`config.mk`:
```
export PLATFORM = sky130hd
export DESIGN_NAME = irqc_top
export DESIGN_NICKNAME = d
export VERILOG_FILES = /design/src/rtl/irqc_pkg.sv /design/src/rtl/irqc_decode.sv /design/src/rtl/irqc_mask.sv /design/src/rtl/irqc_pend.sv /design/src/rtl/irqc_top.sv
export SDC_FILE = /design/constraint.sdc
export NUM_CORES = 1
export LEC_CHECK = 0
export ABC_AREA = 1
export BUFFER_PORTS_ARGS = -buffer_cell sky130_fd_sc_hd__buf_2
export CORE_MARGIN = 4
export CORE_UTILIZATION = 42
export DETAILED_ROUTE_END_ITERATION = 10
export MAX_ROUTING_LAYER = met4
export PLACE_DENSITY = 0.78
export SYNTH_ARGS = -nofsm -noshare
export SYNTH_HDL_FRONTEND = slang
export SYNTH_HIERARCHICAL = 1
export SYNTH_SLANG_ARGS = --single-unit
```
`constraint.sdc`:
```
create_clock -name clk_i -period 0.8 [get_ports clk_i]
set_input_delay 0.08 -clock clk_i [delete_from_list [all_inputs] [get_ports clk_i]]
set_output_delay 0.08 -clock clk_i [all_outputs]
set_load 0.03 [all_outputs]
```
`src/rtl/irqc_pkg.sv`:
```
package irqc_pkg;
  typedef enum logic [1:0] {
    MASK_HOLD = 2'd0,
    MASK_SET  = 2'd1,
    MASK_CLR  = 2'd2
  } mask_op_e;
endpackage

```
`src/rtl/irqc_decode.sv`:
```
module irqc_decode
  import irqc_pkg::*;
#(
  parameter int unsigned ADDR_W   = 4,
  parameter int unsigned DATA_W   = 8,
  parameter logic [ADDR_W-1:0] REG_ADDR = 'hD
) (
  input  logic              sel_i,
  input  logic [ADDR_W-1:0] addr_i,
  input  logic              wr_i,
  input  logic              rd_i,
  input  logic              op_bit_i,
  output logic              rd_hit_o,
  output mask_op_e          mask_op_o
);
  logic hit;
  assign hit      = sel_i && (addr_i == REG_ADDR);
  assign rd_hit_o = hit && rd_i;

  always_comb begin
    mask_op_o = MASK_HOLD;
    if (hit && wr_i) mask_op_o = op_bit_i ? MASK_SET : MASK_CLR;
  end
endmodule

```
`src/rtl/irqc_mask.sv`:
```
module irqc_mask
  import irqc_pkg::*;
#(
  parameter int unsigned NUM_SRC = 5
) (
  input  logic               clk_i,
  input  logic               rst_ni,
  input  mask_op_e           op_i,
  input  logic [NUM_SRC-1:0] bits_i,
  output logic [NUM_SRC-1:0] mask_o
);
  logic [NUM_SRC-1:0] mask_d;

  always_comb begin
    unique case (op_i)
      MASK_SET: mask_d = mask_o | bits_i;
      MASK_CLR: mask_d = mask_o & ~bits_i;
      default:  mask_d = mask_o;
    endcase
  end

  always_ff @(posedge clk_i or negedge rst_ni) begin
    if (!rst_ni) mask_o <= '0;
    else         mask_o <= mask_d;
  end
endmodule

```
`src/rtl/irqc_pend.sv`:
```
module irqc_pend #(
  parameter int unsigned NUM_SRC = 5
) (
  input  logic               clk_i,
  input  logic               rst_ni,
  input  logic               clr_i,
  input  logic [NUM_SRC-1:0] evt_i,
  output logic [NUM_SRC-1:0] pend_o
);
  for (genvar k = 0; k < NUM_SRC; k++) begin : g_bit
    // new event wins over clear so nothing is dropped across a read
    always_ff @(posedge clk_i or negedge rst_ni) begin
      if (!rst_ni)    pend_o[k] <= 1'b0;
      else if (clr_i) pend_o[k] <= evt_i[k];
      else            pend_o[k] <= pend_o[k] | evt_i[k];
    end
  end
endmodule

```
`src/rtl/irqc_top.sv`:
```
module irqc_top
  import irqc_pkg::*;
#(
  parameter int unsigned NUM_SRC  = 5,
  parameter int unsigned DATA_W   = 8,
  parameter int unsigned ADDR_W   = 4,
  parameter logic [ADDR_W-1:0] REG_ADDR = 'hD
) (
  input  logic               clk_i,
  input  logic               rst_ni,
  input  logic               sel_i,
  input  logic [ADDR_W-1:0]  addr_i,
  input  logic               wr_i,
  input  logic               rd_i,
  input  logic [DATA_W-1:0]  wdata_i,
  output logic [DATA_W-1:0]  rdata_o,
  input  logic [NUM_SRC-1:0] evt_i,
  output logic               irq_no
);
  localparam int unsigned OP_BIT  = DATA_W - 1;
  localparam int unsigned PAD_W   = OP_BIT - NUM_SRC;

  logic               rd_hit;
  mask_op_e           mask_op;
  logic [NUM_SRC-1:0] mask_q;
  logic [NUM_SRC-1:0] pend_q;
  logic               summary;
  logic               unused_wbits;

  assign unused_wbits = ^wdata_i[OP_BIT-1:NUM_SRC];

  irqc_decode #(
    .ADDR_W  (ADDR_W),
    .DATA_W  (DATA_W),
    .REG_ADDR(REG_ADDR)
  ) u_decode (
    .sel_i    (sel_i),
    .addr_i   (addr_i),
    .wr_i     (wr_i),
    .rd_i     (rd_i),
    .op_bit_i (wdata_i[OP_BIT]),
    .rd_hit_o (rd_hit),
    .mask_op_o(mask_op)
  );

  irqc_mask #(.NUM_SRC(NUM_SRC)) u_mask (
    .clk_i (clk_i),
    .rst_ni(rst_ni),
    .op_i  (mask_op),
    .bits_i(wdata_i[NUM_SRC-1:0]),
    .mask_o(mask_q)
  );

  irqc_pend #(.NUM_SRC(NUM_SRC)) u_pend (
    .clk_i (clk_i),
    .rst_ni(rst_ni),
    .clr_i (rd_hit),
    .evt_i (evt_i),
    .pend_o(pend_q)
  );

  assign summary = |(pend_q & mask_q);
  assign irq_no  = ~summary;
  assign rdata_o = rd_hit ? {summary, {PAD_W{1'b0}}, pend_q} : '0;
endmodule

```
# After elaboration in Yosys (flattened, before gate mapping)
# Index checks and enable logic that the tools add are counted.
# W data, S select, Z words.
[word_totals]
ramBits = 0
input_bits = 22
latch_bits = 0
mem_count = 0
register_bits = 10
romBits = 0
wordCells = 33
[op_classes]
n_div = 0
multipliers = 0
n_reduce_logical = 5
shift = 0
n_lt_le_gt_ge = 0
n_bitwise = 10
n_mux = 9
addsub = 0
eq_ne = 3
[ops]
columns = ["cell", "n"]
rows = [
  ["$and A5 B5 Y5", 2],
  ["$pmux W5 S2", 1],
  ["$mux W8", 1],
  ["$mux W1", 5],
  ["$not A5 Y5", 1],
  ["$or A1 B1 Y1", 5],
  ["$or A5 B5 Y5", 1],
  ["$reduce_or A5 Y1", 1],
  ["$eq A4 B4 Y1 const B", 1],
  ["$mux W2", 2],
  ["$logic_and A1 B1 Y1", 3],
  ["$eq A2 B1 Y1 const B", 1],
  ["$eq A2 B2 Y1 const B", 1],
  ["$reduce_bool A2 Y1", 1],
  ["$not A1 Y1", 1],
]

# Longest topological paths before layout
[depth]
ltp_word = 6
mapped_depth = 10
mapped_depth_nobuf = 10

# Cells and area by module
# The synthesis kept the hierarchy.
[by_module_without_submodules]
columns = ["module", "seq_area_each_um2", "n_inst", "cells_each", "area_each_um2"]
rows = [
  ["irqc_mask", 125.1, 1, 29, 230.2],
  ["irqc_pend", 125.1, 1, 21, 185.2],
  ["irqc_top", 0.0, 1, 23, 115.1],
  ["irqc_decode", 0.0, 1, 10, 51.3],
]

# Worst setup path before layout
# OpenSTA, ideal clock, no wires.
[synth_path]
path_kind = "in2reg"
startpoint = "input addr_i[3]"
endpoint = "register (tool-made name)"
t_arrival_ns = 0.951
setup_ns = 0.116
required_ns = 0.684
path_stages = 10
slack_ns = -0.267
path_cell_list = "nand2_1 > nor2_2 > nand3_2 > nor2_1 > inv_1 > ha_1 > inv_2 > nand2_1 > nand2_1 > nand2_1"
[synth_lines]
columns = ["item", "line_no", "text"]
rows = [
  ["start, declared", "irqc_top.sv:12", "input logic [ADDR_W-1:0] addr_i,"],
]

# Worst setup path in the final report
[layout_path]
startpoint = "register u_pend.pend_o[1]"
endpoint = "output irq_no"
[layout_between]
elab_chain_cells = 3
[layout_lines]
columns = ["item", "line_no", "text"]
rows = [
  ["start, declared", "irqc_pend.sv:8", "output logic [NUM_SRC-1:0] pend_o"],
  ["start signal, assigned by index", "irqc_pend.sv:14", "else if (clr_i) pend_o[k] <= evt_i[k];"],
  ["start signal, assigned by index", "irqc_pend.sv:15", "else pend_o[k] <= pend_o[k] | evt_i[k];"],
  ["$and A5 B5 Y5", "irqc_top.sv:62", "assign summary = |(pend_q & mask_q);"],
  ["$reduce_or A5 Y1", "irqc_top.sv:62", ""],
  ["$not A1 Y1", "irqc_top.sv:63", "assign irq_no = ~summary;"],
  ["end, declared", "irqc_top.sv:18", "output logic irq_no"],
]
# Every way passes these cells.

==> impl_metrics.csv <==
group,metric,value,unit
power,powerDensity,1490,mW/mm2
placed_design,port_buffers,26,
drt,firstDrtPassIters,4,
placed_design,gp_congestion,0.798,
critical_path,slowest_stage,"dfrtp_1",
yosys,ys_seq_area_share,43.0,%
critical_path,start_kind,"flop",
yosys,syn_inst,83,
yosys,ys_ff_latch,10,
final_layout,drive_above_1_share,58.8,%
power,ir_drop,1.24,mV
critical_path,path_depth,4,
floorplan,rows,13,
power,power,1.64,mW
drt,drt_iter0_drc,43,
cts,path_clk_slew,0.08,ns
cts,htree_levels,1,
sta,rsz0062_at_grt,"yes",
critical_path,crit_chain,"nand2_1, nand3_2, nor2_4, buf_4",
global_routing,grt_pass1_vias,772,
yosys,synth_most_common_cell,"nand2_1",
final_layout,design_area,0.00110,mm2
placed_design,dpl-instance-area,821,um2
cts,cts_made_buffers,3,
min_path,hp-class,"input port to flop",
status,violations,"setup timing",
cts,cts.sinks,10,
run,max-cap-violations,0,
final_layout,area_growth,89.5,%
yosys,yosysTopAreaCellShare,43.0,%
yosys,synthDistinctLibCells,14,
sta,fin_crit,1.27,ns
critical_path,endpoint_kind,"output pin",
drt,vias_per_cell,5.08,
final_layout,utilization,84.7,%
global_routing,grt_overflow,0,
status,outcome,"complete, but fails checks",
yosys,synth.avg_cell_area,7.01,um2
yosys,synth_ff_type,"dfrtp_1",
yosys,synth-async-reset-ratio,100,%
global_routing,grt_usage,25.5,%
final_layout,fin_nets,155,
critical_path,path_buf_inv,1,
critical_path,reg2regPathDepth,4,
drt,via_count,742,
critical_path,cp_top_family,"flip-flops",
global_routing,antenna_found_initial,0,
floorplan,boundaryPins,31,
floorplan,start_util,44.7,%
floorplan,core_region_area,0.00130,mm2
placed_design,post-dp-hpwl,1040,um
floorplan,die_height,45.2,um
cts,cts_root_buf,"clkbuf_4",
yosys,syn-cell-area,582,um2
sta,setup_viol,13,
cts,cts_tree,"built",
drt,routedWlPerCell,15.9,um
critical_path,crit_start,"u_pend/pend_o[1]$_DFF_PN0_",
final_layout,antenna_cells,0,
critical_path,worstPathMaxFanout,2,
sta,finalCritPeriodShare,159,%
yosys,synth_edf_count,0,
cts,clkLatencyLatePin,0.27,ns
critical_path,arrival,1.19,ns
critical_path,r2r_slack,-0.10,ns
critical_path,cp.required,0.72,ns
cts,cts_buffer_depth,2,
yosys,synthTopCellsByCount,"nand2_1 (35), inv_1 (16), dfrtp_1 (10)",
drt,wl,2330,um
power,leakage,0.584,nW
critical_path,slowest_delay,0.41,ns
yosys,netlist_top_cells_area,"dfrtp_1 (43%), nand2_1 (23%), inv_1 (10%)",
sta,final_hold_viol_count,0,
drt,ant_nets,0,
floorplan,die_w,45.2,um
sta,finClkSkew,0,ns
floorplan,die_area,0.00204,mm2
global_routing,grt_max_degree,11,
global_routing,grt_first_pass_wirelength,3450,um
yosys,ys_warn_count,6,
drt,route.detailed.drc,0,
sta,timing.fmax,787,MHz
sta,maxSlewViolCount,0,
min_path,worstHoldStart,"wdata_i[3]",
min_path,hold_path_depth,3,
sta,fin_ws,-0.470,ns
yosys,yosysTopAreaCell,"dfrtp_1",
critical_path,critPathKind,"flop to output pin",
[cells by family after synthesis]
kind of cell	Yosys count	share of synthesized area [%]
AND/OR/NAND/NOR	51	40.0
adder cells (fa/ha/maj)	1	2.15
flip-flops	10	43.0
other	1	0.645
buffers and inverters	20	14.2
[metrics by stage]
stage               hold WS, ns  setup TNS (ns)  std cells  setup WS, ns
floorplan                -0.216           -1.53         84        -0.266
global placement        -0.0529           -4.86        133        -0.459
detailed placement      -0.0511           -5.09        133        -0.501
CTS                      0.0511           -2.92        146        -0.424
global route             0.0481           -4.10        146        -0.521
finish                   0.0625           -3.63        146        -0.470
[cell type report]
| type | count | area (um2) |
|---|---|---|
| Timing Repair Buffer | 44 | 368 |
| Tap cell | 15 | 18.8 |
| Fill cell | 69 | 199 |
| Sequential cell | 10 | 250 |
| Inverter | 18 | 67.6 |
| Clock buffer | 4 | 36.3 |
| Timing Repair inverter | 1 | 7.51 |
| Multi-Input combinational cell | 54 | 354 |
[metal layers]
| metal | vias to the layer above | wire, um | GRT usage, % |
|---|---|---|---|
| li1 | 334 | - | - |
| met2 | 61 | 1280 | 46.0 |
| met3 | 16 | 178 | 4.78 |
| met4 | 0 | 97 | 13.5 |
| met1 | 331 | 767 | 25.6 |
| met5 | - | 0 | - |
[power breakdown]
group | internal [mW] | switching [mW] | total (mW)
clock network | 0.277 | 0.217 | 0.494
registers | 0.565 | 0.0424 | 0.607
logic | 0.255 | 0.282 | 0.538
total | 1.10 | 0.541 | 1.64
[path summary, 6_finish.rpt]
path,to
setup / recovery,irq_no
hold / removal,flop
setup reg to reg,flop
hold reg to reg,flop
max in group asynchronous,asynchronous set/reset pin
min in group asynchronous,asynchronous set/reset pin
[tightest hold or removal path, cell delays in order]
cell	delay, ns
buf_2	0.11
nand3_2	0.07
nand2_1	0.06
[cells in the final DEF (no fill, tap or decap), drive strengths merged]
master       count
ha               1
clkinvlp         1
nor2             6
dlygate4sd3      6
nand2           37
buf             38
nand3            7
clkbuf           4
inv             18
and3             1
conb             2
dfrtp           10
[timing repair]
action | 4_1_cts | 5_1_grt
cloned | 1 | 0
hold buffers | 6 | 0
pin swaps | 17 | 6
setup buffers | 2 | 4
resized for setup | 38 | 11
endpoints found under the hold margin | 15 | 0
endpoints found under the setup margin | 12 | 14
Note: power is estimated with default switching activity, not from simulation.
